$ cat src/rtl/gpio_irq_pkg.sv
package gpio_irq_pkg;
  localparam int MODE_W = 3;
  localparam int ADDR_W = 3;

  typedef enum logic [MODE_W-1:0] {
    TRIG_OFF   = 3'd0,
    TRIG_HIGH  = 3'd1,
    TRIG_LOW   = 3'd2,
    TRIG_FORCE = 3'd3,
    TRIG_RISE  = 3'd4,
    TRIG_FALL  = 3'd5,
    TRIG_BOTH  = 3'd6,
    TRIG_RSVD  = 3'd7
  } trig_mode_e;

  localparam logic [ADDR_W-1:0] A_PINS   = 3'd0;
  localparam logic [ADDR_W-1:0] A_STATUS = 3'd1;
  localparam logic [ADDR_W-1:0] A_CFG    = 3'd2;
  localparam logic [ADDR_W-1:0] A_MASK   = 3'd3;
  localparam logic [ADDR_W-1:0] A_ACK    = 3'd4;
  localparam logic [ADDR_W-1:0] A_HI     = 3'd5;
  localparam logic [ADDR_W-1:0] A_LO     = 3'd6;
  localparam logic [ADDR_W-1:0] A_CLR    = 3'd7;
endpackage

$ cat src/rtl/gpio_irq_sync.sv
module gpio_irq_sync #(
  parameter int W      = 8,
  parameter int STAGES = 2
) (
  input  logic         clk,
  input  logic         rst,
  input  logic [W-1:0] din,
  output logic [W-1:0] dout,
  output logic [W-1:0] dprev
);
  logic [STAGES-1:0][W-1:0] chain;

  always_ff @(posedge clk) begin
    if (rst) begin
      chain <= '0;
      dprev <= '0;
    end else begin
      chain[0] <= din;
      for (int i = 1; i < STAGES; i++) chain[i] <= chain[i-1];
      dprev <= chain[STAGES-1];
    end
  end

  assign dout = chain[STAGES-1];
endmodule

$ cat src/rtl/gpio_irq_detect.sv
module gpio_irq_detect
  import gpio_irq_pkg::*;
#(
  parameter int W = 8
) (
  input  logic [W-1:0]        cur,
  input  logic [W-1:0]        prev,
  input  logic [W*MODE_W-1:0] cfg,
  output logic [W-1:0]        evt
);
  for (genvar g = 0; g < W; g++) begin : g_pin
    always_comb begin
      case (trig_mode_e'(cfg[g*MODE_W +: MODE_W]))
        TRIG_HIGH:  evt[g] = cur[g];
        TRIG_LOW:   evt[g] = ~cur[g];
        TRIG_FORCE: evt[g] = 1'b1;
        TRIG_RISE:  evt[g] = cur[g] & ~prev[g];
        TRIG_FALL:  evt[g] = ~cur[g] & prev[g];
        TRIG_BOTH:  evt[g] = cur[g] ^ prev[g];
        default:    evt[g] = 1'b0;
      endcase
    end
  end
endmodule

$ cat src/rtl/gpio_irq_alarm.sv
module gpio_irq_alarm #(
  parameter int W = 8
) (
  input  logic         clk,
  input  logic         rst,
  input  logic         set_hi,
  input  logic         set_lo,
  input  logic         clr,
  input  logic [W-1:0] bits,
  input  logic [W-1:0] pins,
  output logic [W-1:0] hi_mask,
  output logic [W-1:0] lo_mask,
  output logic         alarm
);
  always_ff @(posedge clk) begin
    if (rst) begin
      hi_mask <= '0;
      lo_mask <= '0;
      alarm   <= 1'b0;
    end else begin
      if (set_hi) hi_mask <= hi_mask | bits;
      else if (clr) hi_mask <= hi_mask & ~bits;
      if (set_lo) lo_mask <= lo_mask | bits;
      else if (clr) lo_mask <= lo_mask & ~bits;
      alarm <= |((pins & hi_mask) | (~pins & lo_mask));
    end
  end
endmodule

$ cat src/rtl/gpio_irq_unit.sv
module gpio_irq_unit
  import gpio_irq_pkg::*;
#(
  parameter int PIN_W       = 8,
  parameter int SYNC_STAGES = 2,
  localparam int DATA_W     = PIN_W * MODE_W
) (
  input  logic              clk,
  input  logic              rst,
  input  logic [PIN_W-1:0]  pin_in,
  input  logic              bus_we,
  input  logic [ADDR_W-1:0] bus_addr,
  input  logic [DATA_W-1:0] bus_wdata,
  output logic [DATA_W-1:0] bus_rdata,
  output logic              irq_o,
  output logic              alarm_o
);
  localparam int PAD_W = DATA_W - PIN_W;

  logic [PIN_W-1:0]  pin_s, pin_p, evt, ack;
  logic [DATA_W-1:0] cfg_q;
  logic [PIN_W-1:0]  mask_q, pend_q, hi_mask, lo_mask, status;
  logic [DATA_W-1:0] rd_mux;
  logic              wr_hi, wr_lo, wr_clr;

  gpio_irq_sync #(.W(PIN_W), .STAGES(SYNC_STAGES)) u_sync (
    .clk(clk), .rst(rst), .din(pin_in), .dout(pin_s), .dprev(pin_p)
  );

  gpio_irq_detect #(.W(PIN_W)) u_detect (
    .cur(pin_s), .prev(pin_p), .cfg(cfg_q), .evt(evt)
  );

  assign wr_hi  = bus_we && (bus_addr == A_HI);
  assign wr_lo  = bus_we && (bus_addr == A_LO);
  assign wr_clr = bus_we && (bus_addr == A_CLR);

  gpio_irq_alarm #(.W(PIN_W)) u_alarm (
    .clk(clk), .rst(rst), .set_hi(wr_hi), .set_lo(wr_lo), .clr(wr_clr),
    .bits(bus_wdata[PIN_W-1:0]), .pins(pin_s),
    .hi_mask(hi_mask), .lo_mask(lo_mask), .alarm(alarm_o)
  );

  assign ack    = (bus_we && bus_addr == A_ACK) ? bus_wdata[PIN_W-1:0] : '0;
  assign status = pend_q & mask_q;

  always_ff @(posedge clk) begin
    if (rst) begin
      cfg_q  <= '0;
      mask_q <= '0;
      pend_q <= '0;
      irq_o  <= 1'b0;
    end else begin
      if (bus_we && bus_addr == A_CFG)  cfg_q  <= bus_wdata;
      if (bus_we && bus_addr == A_MASK) mask_q <= bus_wdata[PIN_W-1:0];
      pend_q <= (pend_q & ~ack) | evt;
      irq_o  <= |status;
    end
  end

  always_comb begin
    case (bus_addr)
      A_PINS:   rd_mux = {{PAD_W{1'b0}}, pin_s};
      A_STATUS: rd_mux = {{PAD_W{1'b0}}, status};
      A_CFG:    rd_mux = cfg_q;
      A_MASK:   rd_mux = {{PAD_W{1'b0}}, mask_q};
      A_HI:     rd_mux = {{PAD_W{1'b0}}, hi_mask};
      A_LO:     rd_mux = {{PAD_W{1'b0}}, lo_mask};
      A_CLR:    rd_mux = {{PAD_W{1'b0}}, pend_q};
      default:  rd_mux = '0;
    endcase
  end

  always_ff @(posedge clk) begin
    if (rst) bus_rdata <= '0;
    else     bus_rdata <= rd_mux;
  end
endmodule

$ cat config.mk
export PLATFORM = sky130hd
export DESIGN_NAME = gpio_irq_unit
export DESIGN_NICKNAME = d
export VERILOG_FILES = /design/src/rtl/gpio_irq_pkg.sv /design/src/rtl/gpio_irq_sync.sv /design/src/rtl/gpio_irq_detect.sv /design/src/rtl/gpio_irq_alarm.sv /design/src/rtl/gpio_irq_unit.sv
export SDC_FILE = /design/constraint.sdc
export NUM_CORES = 1
export LEC_CHECK = 0
export BUFFER_PORTS_ARGS = -buffer_cell sky130_fd_sc_hd__buf_2
export CAP_MARGIN = 15
export CORE_UTILIZATION = 61
export CTS_CLUSTER_SIZE = 28
export DETAILED_ROUTE_END_ITERATION = 10
export GPL_TIMING_DRIVEN = 0
export PLACE_DENSITY = 0.81
export SYNTH_ARGS = -nofsm -noshare
export SYNTH_HDL_FRONTEND = slang
export SYNTH_SLANG_ARGS = --single-unit
export TNS_END_PERCENT = 10
$ cat constraint.sdc
create_clock -name clk -period 2.1 [get_ports clk]
set_input_delay 0.105 -clock clk [delete_from_list [all_inputs] [get_ports clk]]
set_output_delay 0.105 -clock clk [all_outputs]
set_load 0.005 [all_outputs]
==> flow_metrics.env <==
export IMPL_grt_max_degree=19
export IMPL_synth_seq_cells=106
export IMPL_clk_path_buf_depth=2
export IMPL_ys_top_cells_by_area="dfxtp_1 (47%), nand2_1 (8.5%), a21oi_1 (6.8%)"
export IMPL_antenna_found_initial=0
export IMPL_syn_inst=510
export IMPL_path_clk_slew_ns=0.11
export IMPL_crit_fanout=5
export IMPL_vias_per_cell=5.78
export IMPL_htree_levels=3
export IMPL_synth_warnings=0
export IMPL_synth_distinct_cells=44
export IMPL_rows=30
export IMPL_finalPower_mw=3.64
export IMPL_grt_total_usage=0.335
export IMPL_place_area_sq_um=4910
export IMPL_postCtsSetupBuffers=0
export IMPL_maxSlewHeadroom=0.526
export IMPL_synthAdderAreaFrac=0.0447
export IMPL_muxShareOfSynthArea=0.0433
export IMPL_fin_cells=709
export IMPL_synth_flop_cell="dfxtp_1"
export IMPL_hold_buffers=24
export IMPL_synth_edf_count=0
export IMPL_period_minus_slack_ns=1.70
export IMPL_syn_area_sq_um=4480
export IMPL_setup_violations=0
export IMPL_synth_top_family_by_area="simple AND/OR/NAND/NOR gates"
export IMPL_end_kind="register"
export IMPL_grt_pass1_vias=3881
export IMPL_holdWs_ns=0.0130
export IMPL_layout_commonest_cell="dfxtp_1"
export IMPL_synth_top_area_share=0.474
export IMPL_cp_start_kind="register"
export IMPL_cts_root_buf="clkbuf_8"
export IMPL_die_x_um=87.7
export IMPL_status="finished, final reports clean"
export IMPL_period_share=0.807
export IMPL_final_util=0.768
export IMPL_die_y_um=87.7
export IMPL_synthXorXnorAreaFrac=0
export IMPL_start_util=0.645
export IMPL_async_reset_ff_frac=0
export IMPL_overflow=0
export IMPL_cts_tree="yes"
export IMPL_tightestPinTransition_ns=0.710
export IMPL_worstPathRequired_ns=2.35
export IMPL_n_fill_cell=520
export IMPL_n_antenna_cell=0
export IMPL_final_setup_tns_ns=0
export IMPL_drcViolationCount=0
export IMPL_worstPathCellList="mux2i_1 > nand2_1 > a2111oi_0 > a41oi_1"
export IMPL_ant_nets=0
export IMPL_power_leakage_nw=2.06
export IMPL_slew_violations=0
export IMPL_clk_latency_ns=0.38
export IMPL_crit_arrival_ns=1.94
export IMPL_p_per_area_nw_per_um2=684
export IMPL_hp_class="input port to register"
export IMPL_grt_pass1_wl_mm=19.1
export IMPL_dp_slack_ns=0.469
export IMPL_synth_largest_area_cell="dfxtp_1"
export IMPL_slowest_delay_ns=0.56
export IMPL_layout_common_cells="dfxtp_1 (106), nand2_1 (102), buf_2 (72)"
export IMPL_rsz0062_at_grt="no"
export IMPL_dr_pass1_iters=5
export IMPL_yosys_area_share_simple=0.222
export IMPL_cts_buffers=9
export IMPL_place_congestion=0.927
export IMPL_clock_sinks=106
export IMPL_cpMaxStageDelayCell="a2111oi_0"
export IMPL_synth_compound_area_share=0.169
export IMPL_fin_nets=662
export IMPL_avgSynthCellArea_sq_um=8.78
export IMPL_drive_gt1_frac=0.188
export IMPL_stdcell_area_sq_um=5330
export IMPL_hold_viol=0
export IMPL_cap_violations=0
export IMPL_core_area_sq_um=6940
export IMPL_peakVddDrop_v=0.000479
export IMPL_fmax_mhz=590
export IMPL_ys_seq_area_frac=0.474
export IMPL_dp_hpwl_mm=8.28
export IMPL_syn_to_final_growth_pct=19.1
export IMPL_dieArea_sq_um=7690
export IMPL_wire_per_inst_um=17.1
export IMPL_cts_resized=0
export IMPL_synthesis_nets=564
export IMPL_placedCellCount=669
export IMPL_crit_type="register to register"
export IMPL_worst_slack_ns=0.405
export IMPL_drt_iter0_drc=316
export IMPL_fin_skew_ns=0.0116
export IMPL_wl_mm=12.2
export IMPL_vias=4100
export IMPL_ios=64
export IMPL_io_buffer_count=63
## synth_stat cells, types with 4 or more instances
cell      number
a221oi_1       7
and2_1        18
buf_4          5
mux2_2        11
mux2i_1        7
clkbuf_1      10
nand2b_1      13
ha_1          16
buf_2          9
nor3b_1        8
a31o_2         4
nor2b_1       18
a21oi_1       61
nand2_1      102
o211ai_1       5
o21ai_0        6
inv_1         20
a211oi_1       4
o22ai_1        8
dfxtp_1      106
a22oi_1       15
nor2_1        22
nand3b_1       8
## path summary, 6_finish.rpt
path	from	endpoint	slack (ns)	cells past startpoint
setup reg to reg	u_sync.dout[2]	u_alarm.alarm	0.40	4
hold reg to reg	u_sync.chain[3]	u_sync.dout[3]	0.45	1
setup / recovery	u_sync.dout[2]	u_alarm.alarm	0.40	4
hold / removal	bus_wdata[0]	mask_q[0]	0.01	3
## layer usage
layer	routed length [um]	GRT usage	part of all wire	up-vias
met4	379	0.177	0.031	0
li1	-	-	-	1934
met5	0	0	0	-
met1	5110	0.431	0.42	1902
met2	5650	0.545	0.46	228
met3	1020	0.0509	0.084	36
## cell families (layout without fill, tap and decap cells)
kind of cell	count (synthesis)	in the layout
AND/OR/NAND/NOR	203	203
adder cells (fa/ha/maj)	16	16
AO/OA/AOI/OAI	121	121
multiplexers	18	18
buffers and inverters	46	149
flip-flops	106	106
## power by group
group / internal, mW / leakage [nW] / switching [mW]
clock network: 0.447 / 0.0888 / 0.725
logic: 0.159 / 1.11 / 0.198
registers: 2.07 / 0.862 / 0.0497
## critical path: cells and delay by family (launching register included)
| family | cells | cell delay (ns) |
|---|---|---|
| AOI/OAI and AO/OA | 2 | 0.75 |
| DFF | 1 | 0.50 |
| and+or+nand+nor | 1 | 0.08 |
| muxes | 1 | 0.23 |
## layout make-up
class | count | area [sq um] | area share
Buffer | 25 | 131 | 0.0246
Clock buffer | 10 | 128 | 0.0239
Inverter | 21 | 78.8 | 0.0148
Tap cell | 96 | 120 | 0.0225
Timing Repair Buffer | 87 | 556 | 0.104
Clock inverter | 6 | 50.0 | 0.00939
Sequential cell | 106 | 2120 | 0.398
Multi-Input combinational cell | 358 | 2150 | 0.402
(Power assumes the default switching activity.)
